[config.mk]
export PLATFORM = sky130hd
export DESIGN_NAME = pll_serial_loader
export DESIGN_NICKNAME = d
export VERILOG_FILES = /design/src/rtl/pll_ldr_pkg.sv /design/src/rtl/pll_ldr_shifter.sv /design/src/rtl/pll_ldr_ctrl.sv /design/src/rtl/pll_serial_loader.sv
export SDC_FILE = /design/constraint.sdc
export NUM_CORES = 1
export LEC_CHECK = 0
export ABC_AREA = 1
export BUFFER_PORTS_ARGS = -buffer_cell sky130_fd_sc_hd__buf_2
export CAP_MARGIN = 15
export CELL_PAD_IN_SITES_DETAIL_PLACEMENT = 1
export CELL_PAD_IN_SITES_GLOBAL_PLACEMENT = 1
export CORE_UTILIZATION = 43
export DETAILED_ROUTE_END_ITERATION = 10
export GPL_TIMING_DRIVEN = 1
export PLACE_DENSITY_LB_ADDON = 0.3
export SLEW_MARGIN = 10
export SYNTH_ARGS = -nofsm -noshare
export SYNTH_HDL_FRONTEND = slang
export SYNTH_SLANG_ARGS = --single-unit
[constraint.sdc]
create_clock -name clk -period 3.5 [get_ports clk]
set_clock_uncertainty 0.1 [all_clocks]
set_input_delay 0.7 -clock clk [delete_from_list [all_inputs] [get_ports clk]]
set_output_delay 0.7 -clock clk [all_outputs]
set_load 0.02 [all_outputs]
[src/rtl/pll_ldr_pkg.sv]
package pll_ldr_pkg;

  // Sequencer states of the loader.
  typedef enum logic [1:0] {
    ST_IDLE = 2'd0,
    ST_SEND = 2'd1,
    ST_GAP  = 2'd2,
    ST_DONE = 2'd3
  } ldr_state_e;

  // Helper: effective gap, where zero is raised to the one-cycle minimum.
  function automatic int unsigned eff_gap(input int unsigned raw);
    return (raw == 0) ? 1 : raw;
  endfunction

endpackage

[src/rtl/pll_ldr_shifter.sv]
module pll_ldr_shifter #(
  parameter int NUM_BYTES = 7,
  parameter int BYTE_W    = 8
) (
  input  logic                        clk,
  input  logic                        rst_n,
  input  logic                        load_i,
  input  logic [NUM_BYTES*BYTE_W-1:0] cfg_i,
  input  logic                        adv_i,
  output logic                        bit_o,
  output logic                        last_o
);

  localparam int IDX_W = (NUM_BYTES > 1) ? $clog2(NUM_BYTES) : 1;
  localparam int BIT_W = (BYTE_W > 1) ? $clog2(BYTE_W) : 1;
  localparam logic [IDX_W-1:0] LAST_BYTE = IDX_W'(NUM_BYTES - 1);
  localparam logic [BIT_W-1:0] TOP_BIT   = BIT_W'(BYTE_W - 1);

  logic [BYTE_W-1:0] byte_q [NUM_BYTES];
  logic [IDX_W-1:0]  byte_idx_q, byte_idx_d;
  logic [BIT_W-1:0]  bit_idx_q, bit_idx_d;
  logic [BYTE_W-1:0] cur_byte;

  // Byte storage: one enabled register per byte.
  genvar gb;
  generate
    for (gb = 0; gb < NUM_BYTES; gb++) begin : g_byte
      always_ff @(posedge clk or negedge rst_n) begin
        if (!rst_n) begin
          byte_q[gb] <= '0;
        end else if (load_i) begin
          byte_q[gb] <= cfg_i[gb*BYTE_W +: BYTE_W];
        end
      end
    end
  endgenerate

  // Position counters: byte ascending, bit descending.
  always_comb begin
    byte_idx_d = byte_idx_q;
    bit_idx_d  = bit_idx_q;
    if (load_i) begin
      byte_idx_d = '0;
      bit_idx_d  = TOP_BIT;
    end else if (adv_i) begin
      if (bit_idx_q == '0) begin
        bit_idx_d  = TOP_BIT;
        byte_idx_d = byte_idx_q + 1'b1;
      end else begin
        bit_idx_d  = bit_idx_q - 1'b1;
      end
    end
  end

  always_ff @(posedge clk or negedge rst_n) begin
    if (!rst_n) begin
      byte_idx_q <= '0;
      bit_idx_q  <= '0;
    end else if (load_i || adv_i) begin
      byte_idx_q <= byte_idx_d;
      bit_idx_q  <= bit_idx_d;
    end
  end

  // Byte select mux, written without out-of-range indexing.
  always_comb begin
    cur_byte = '0;
    for (int k = 0; k < NUM_BYTES; k++) begin
      if (byte_idx_q == IDX_W'(k)) cur_byte = byte_q[k];
    end
  end

  assign bit_o  = cur_byte[bit_idx_q];
  assign last_o = (byte_idx_q == LAST_BYTE) && (bit_idx_q == '0);

endmodule

[src/rtl/pll_ldr_ctrl.sv]
module pll_ldr_ctrl
  import pll_ldr_pkg::*;
#(
  parameter int GAP_W = 4
) (
  input  logic             clk,
  input  logic             rst_n,
  input  logic             start_i,
  input  logic [GAP_W-1:0] gap_i,
  input  logic             last_i,
  output logic             load_o,
  output logic             strobe_o,
  output logic             busy_o,
  output logic             done_o
);

  localparam logic [GAP_W-1:0] GAP_ONE = GAP_W'(1);

  ldr_state_e       state_q, state_d;
  logic [GAP_W-1:0] gap_q, gap_d;
  logic [GAP_W-1:0] cnt_q, cnt_d;
  logic             accept;

  assign accept = (state_q == ST_IDLE) && start_i;

  // Next-state logic.
  always_comb begin
    state_d = state_q;
    gap_d   = gap_q;
    cnt_d   = cnt_q;
    unique case (state_q)
      ST_IDLE: begin
        if (start_i) begin
          state_d = ST_SEND;
          gap_d   = (gap_i == '0) ? GAP_ONE : gap_i;
        end
      end
      ST_SEND: begin
        if (last_i) begin
          state_d = ST_DONE;
        end else begin
          state_d = ST_GAP;
          cnt_d   = gap_q - 1'b1;
        end
      end
      ST_GAP: begin
        if (cnt_q == '0) begin
          state_d = ST_SEND;
        end else begin
          cnt_d = cnt_q - 1'b1;
        end
      end
      ST_DONE: begin
        state_d = ST_IDLE;
      end
      default: state_d = ST_IDLE;
    endcase
  end

  // State registers.
  always_ff @(posedge clk or negedge rst_n) begin
    if (!rst_n) begin
      state_q <= ST_IDLE;
      gap_q   <= GAP_ONE;
      cnt_q   <= '0;
    end else begin
      state_q <= state_d;
      if (accept) gap_q <= gap_d;
      if (state_q != ST_IDLE) cnt_q <= cnt_d;
    end
  end

  assign load_o   = accept;
  assign strobe_o = (state_q == ST_SEND);
  assign busy_o   = (state_q != ST_IDLE);
  assign done_o   = (state_q == ST_DONE);

endmodule

[src/rtl/pll_serial_loader.sv]
module pll_serial_loader #(
  parameter int NUM_BYTES = 7,
  parameter int BYTE_W    = 8,
  parameter int GAP_W     = 4
) (
  input  logic                        clk,
  input  logic                        rst_n,
  input  logic                        start_i,
  input  logic [NUM_BYTES*BYTE_W-1:0] cfg_i,
  input  logic [GAP_W-1:0]            gap_i,
  output logic                        busy_o,
  output logic                        done_o,
  output logic                        strobe_o,
  output logic                        sdata_o,
  output logic                        hold_o
);

  logic load;
  logic strobe;
  logic cur_bit;
  logic last_bit;

  pll_ldr_ctrl #(
    .GAP_W (GAP_W)
  ) u_ctrl (
    .clk      (clk),
    .rst_n    (rst_n),
    .start_i  (start_i),
    .gap_i    (gap_i),
    .last_i   (last_bit),
    .load_o   (load),
    .strobe_o (strobe),
    .busy_o   (busy_o),
    .done_o   (done_o)
  );

  pll_ldr_shifter #(
    .NUM_BYTES (NUM_BYTES),
    .BYTE_W    (BYTE_W)
  ) u_shift (
    .clk    (clk),
    .rst_n  (rst_n),
    .load_i (load),
    .cfg_i  (cfg_i),
    .adv_i  (strobe),
    .bit_o  (cur_bit),
    .last_o (last_bit)
  );

  // Data and hold only appear on a write cycle.
  assign strobe_o = strobe;
  assign sdata_o  = strobe & cur_bit;
  assign hold_o   = strobe & last_bit;

endmodule

## After elaboration in Yosys (flattened, before gate mapping)

Index checks and enable logic that the tools add are counted.

| cells by class | value |
|---|---|
| mux-type cells | 23 |
| bitwise operators | 2 |
| equality and inequality tests | 13 |
| reductions and logical operators | 17 |
| add/sub/neg operators | 4 |
| order comparisons | 1 |

Operators by type and width:

| operator | count |
|---|---|
| $mux W8 | 7 |
| $mux W3 | 6 |
| $mux W4 | 3 |
| $eq A3 B3 Y1 const B | 3 |
| $logic_not A4 Y1 | 2 |
| $pmux W2 S4 | 1 |
| $pmux W4 S2 | 1 |
| $reduce_bool A2 Y1 | 4 |
| $sub A4 B1 Y4 const B | 2 |
| $eq A3 B2 Y1 const B | 2 |
| $logic_not A3 Y1 | 2 |
| $ne A2 B2 Y1 const B | 3 |
| $reduce_and A3 Y1 | 2 |
| $eq A2 B2 Y1 const B | 2 |
| $lt A3 B4 Y1 const B | 1 |
| $mux W2 | 2 |
| $reduce_and A2 Y1 | 2 |
| $reduce_and A4 Y1 | 1 |
| $add A3 B1 Y3 const B | 1 |
| $bmux W1 S3 | 1 |
| $eq A3 B1 Y1 const B | 1 |
| $sub A3 B1 Y3 const B | 1 |
| $and A1 B1 Y1 | 2 |
| $eq A2 B1 Y1 const B | 1 |
| 5 further kinds | 7 |

| storage, ports and cells | value |
|---|---|
| input bits | 63 |
| logic and storage cells | 72 |
| output and inout bits | 5 |
| register bits after elaboration | 72 |

## Longest topological paths before layout

| depth | value |
|---|---|
| depth after elaboration | 11 |
| gate-level depth with buffers | 17 |

## By module

From an unflattened synthesis, not the netlist that was laid out.

| second synthesis, totals | value |
|---|---|
| cell total of the unflattened synthesis | 516 |
| area, all modules | 3,791.1 um^2 |

Modules (own cells, without submodules):

| module | cells each | instances | area each (um^2) | sequential area each (um^2) |
|---|---|---|---|---|
| pll_ldr_shifter | 432 | 1 | 3,171.8 | 1,551.5 |
| pll_ldr_ctrl | 80 | 1 | 604.3 | 251.5 |
| pll_serial_loader | 4 | 1 | 15.0 | 0.0 |

## Worst setup path after synthesis

Ideal clock, no wire load.

| timing path | value |
|---|---|
| kind | register to output |
| from | register u_shift.byte_idx_q[0] |
| to | output port sdata_o |
| slack | 0.797 ns |
| path buffers | 1 |
| stages on the path, launching flop included | 17 |
| arrival time | 1.903 ns |
| data required time | 2.700 ns |
| path through | dfrtp_1 > ha_1 > ha_1 > buf_2 > inv_1 > o21ai_0 > inv_1 > nand2_1 > nand2_1 > nand2_1 > nand2_1 > nand2_1 > nand2_1 > nand2_1 > nor2_1 > nor2_1 > nor2_1 |

| on the way | value |
|---|---|
| longest elaborated chain between the ends | 11 |
| elaborated cells between the ends (all ways) | 17 |

RTL lines:

| item | line | source |
|---|---|---|
| start, declared | pll_ldr_shifter.sv:20 | `logic [IDX_W-1:0] byte_idx_q, byte_idx_d;` |
| start signal, assigned | pll_ldr_shifter.sv:60 | `byte_idx_q <= byte_idx_d;` |
| $logic_not A3 Y1 | pll_ldr_shifter.sv:69 | `if (byte_idx_q == IDX_W'(k)) cur_byte = byte_q[k];` |
| $mux W8 (6 in a row) | pll_ldr_shifter.sv:69 |  |
| $mux W8 * | pll_ldr_shifter.sv:69 |  |
| $bmux W1 S3 * | pll_ldr_shifter.sv:73 | `assign bit_o = cur_byte[bit_idx_q];` |
| $mux W1 (not written as such) * | pll_ldr_shifter.sv:73 |  |
| $and A1 B1 Y1 * | pll_serial_loader.sv:52 | `assign sdata_o = strobe & cur_bit;` |
| end, declared | pll_serial_loader.sv:14 | `output logic sdata_o,` |

Every way passes the cells marked *; elsewhere a longest branch is shown, timed or not. The select of a mux whose other input is x is not followed.

## Worst setup path in the final report

Same ends and word-level chain as after synthesis.

==> metrics.yaml <==
syn2layout_area_growth_pct: 17.8
diodes: 0
layout.nets: 673
synth_cell_types: 26
fp.dieH_um: 95.7
h-tree-depth: 3
die_x_um: 95.7
holdWs_ns: 0.356
fin_cells: 708
tightest_slew_ns: 0.869
drt_iter0_markers: 118
grt_pass1_vias: 3730
antenna_left: 0
cpPeakStageDelay_ns: 0.43
final_util: 0.533
synth_most_common_cell: "nand2_1"
synth-edff-count: 0
cts.sinks: 72
cts_setup_buffers: 0
fin_crit_ns: 3.29
synthArstFlopShare: 1.00
crit_arrival_ns: 2.49
ys_warn_count: 0
dpl.hpwl_um: 7380
hold_class: "input pin to asynchronous set/reset pin"
ir_worst_vdd_mv: 0.437
synth_cells: 536
yosysTopAreaCell: "dfrtp_1"
drc: 0
crit_path_start_kind: "flip-flop"
fin_tns_setup_ns: 0
clk_latency_ns: 0.36
yosys.area.top_type_share: 0.470
slew_headroom: 0.421
setup_slack_ns: 0.213
critPathMostFrequentCell: "nand2_1"
synth_nets: 611
hold_viol: 0
cp_num_buf_inv: 3
dp.cells: 692
routabilityCongestion: 0.859
layout-drive-gt1-share: 0.167
coreArea_um2: 8340
clock_path_buffers: 2
grt.total_usage: 0.250
syn_avg_cell_area_um2: 7.05
fmax_ghz: 0.304
initial_utilization: 0.453
placed_area_um2: 4200
grt_max_degree: 61
crit_required_ns: 2.70
cts_root_buf: "clkbuf_8"
vias_per_cell: 4.80
crit_path_top_delay_cell: "dfrtp_1"
setup_viol: 0
cap_violations: 0
slew_violations: 0
synth_common_cells: "nand2_1 (280), dfrtp_1 (71), inv_1 (53), nor2_1 (32), o21ai_0 (25)"
port-buffer-count: 67
rsz0062_at_grt: "no"
vias: 3398
yosysSeqAreaShare: 0.477
stdcell_area_um2: 4450
cts_tree: "built"
critical-path-top-delay-family: "simple AND/OR/NAND/NOR gates"
synthFlopType: "dfrtp_1"
p_leak_nw: 2.54
power_mw: 3.77
drt_wl_total_um: 10100
routedWlPerCell_um: 14.2
cp_max_fo: 8
dp_slack_ns: 0.389
path_clk_slew_ns: 0.08
synth.cell_area_um2: 3780
fp-row-count: 33
cts_buffers: 9
synth_area_leaders: "dfrtp_1 (47%), nand2_1 (28%), inv_1 (5.3%)"
die-area_um2: 9160
powerDensity_nw_per_um2: 847
status: "finished clean"
ios: 68
synth-seq-cells: 72
grt-ovfl-total: 0
crit_path_end_kind: "output pin"
path_cells: "inv_1 -> ha_1 -> inv_1 -> nor2_4 -> nand2_1 -> nand3_1 -> nand2_1 -> nand2_1 -> nand2_1 -> nand2_1 -> nand2_1 -> nand2_1 -> nand3_1 -> nand3_1 -> nand2_1 -> nor2_1 -> buf_2"
crit_type: "flip-flop to output pin"
fin_crit_sh: 0.939
antenna_found_initial: 0
grt_pass1_wl_um: 17300
drt_pass1_iterations: 4
[flip-flops by register name, indices dropped and copies added, names as in the netlist]
signal and flops:
u_shift.byte_q 56, u_ctrl.cnt_q 4, u_ctrl.gap_q 4, u_shift.bit_idx_q 3
u_shift.byte_idx_q 3, u_ctrl.state_q 2
[power breakdown]
part | total, mW | internal, mW | switching (mW)
combinational | 1.54 | 0.544 | 0.997
sequential | 1.49 | 1.23 | 0.261
clock | 0.739 | 0.405 | 0.334
[cells by family (layout without fill, tap and decap cells)]
logic type | Yosys count | after routing | share of synthesized area
flip-flops | 72 | 72 | 0.477
multiplexers | 1 | 1 | 0.00265
AND/OR/NAND/NOR | 344 | 344 | 0.355
XOR/XNOR | 2 | 2 | 0.00464
buffers and inverters | 73 | 140 | 0.0758
adder cells (fa/ha/maj) | 12 | 12 | 0.0397
AO/OA/AOI/OAI | 32 | 32 | 0.0444
[routing by layer]
layer	GRT usage	wire length, um	part of all wire
met5	0	0	0
met4	0.0808	185	0.018
met3	0.0427	319	0.032
met2	0.436	5000	0.50
met1	0.315	4560	0.45
[timing repair]
action | 4_1_cts | 5_1_grt
resized for setup | 1 | 8
setup endpoints to repair | 1 | 1
hold buffers | 0 | 0
[cell type report]
type | instances | area [um^2]
flip-flops and latches | 72 | 1800
fillers | 1130 | 3890
well taps | 105 | 131
multi-input cells | 391 | 1720
repair buffers | 70 | 370
clock buffers | 10 | 128
inverters | 54 | 206
clock inverters | 6 | 92.6
[cell usage in the layout, fill, tap and decap left out, types with 2 or more instances in the layout]
master      instances
o22ai_1             2
clkinvlp_4          3
inv_2               3
nand3_1            23
ha_1               10
o21ai_0            24
dfrtp_1            70
clkbuf_8            9
nor2_4              2
nor2_1             32
inv_1              50
a21oi_1             3
or2_2               3
nand2_1           279
buf_2              67
bufinv_16           2
nand2_2             2
buf_4               2
[path summary, 6_finish.rpt]
path | depth (start not counted) | slack (ns) | startpoint | endpoint
worst max-delay path | 17 | 0.21 | u_shift.byte_idx_q[0] | sdata_o
worst min-delay path | 1 | 0.36 | rst_n | u_shift.byte_q[19]
worst max register to register | 7 | 1.50 | u_ctrl.state_q[0] | u_shift.byte_q[53]
worst min register to register | 2 | 0.38 | u_shift.byte_q[36] | u_shift.byte_q[36]
max in group asynchronous | 2 | 2.19 | rst_n | u_ctrl.gap_q[0]
min in group clk | 2 | 0.38 | u_shift.byte_q[36] | u_shift.byte_q[36]
Note: power is estimated with default switching activity, not from simulation.
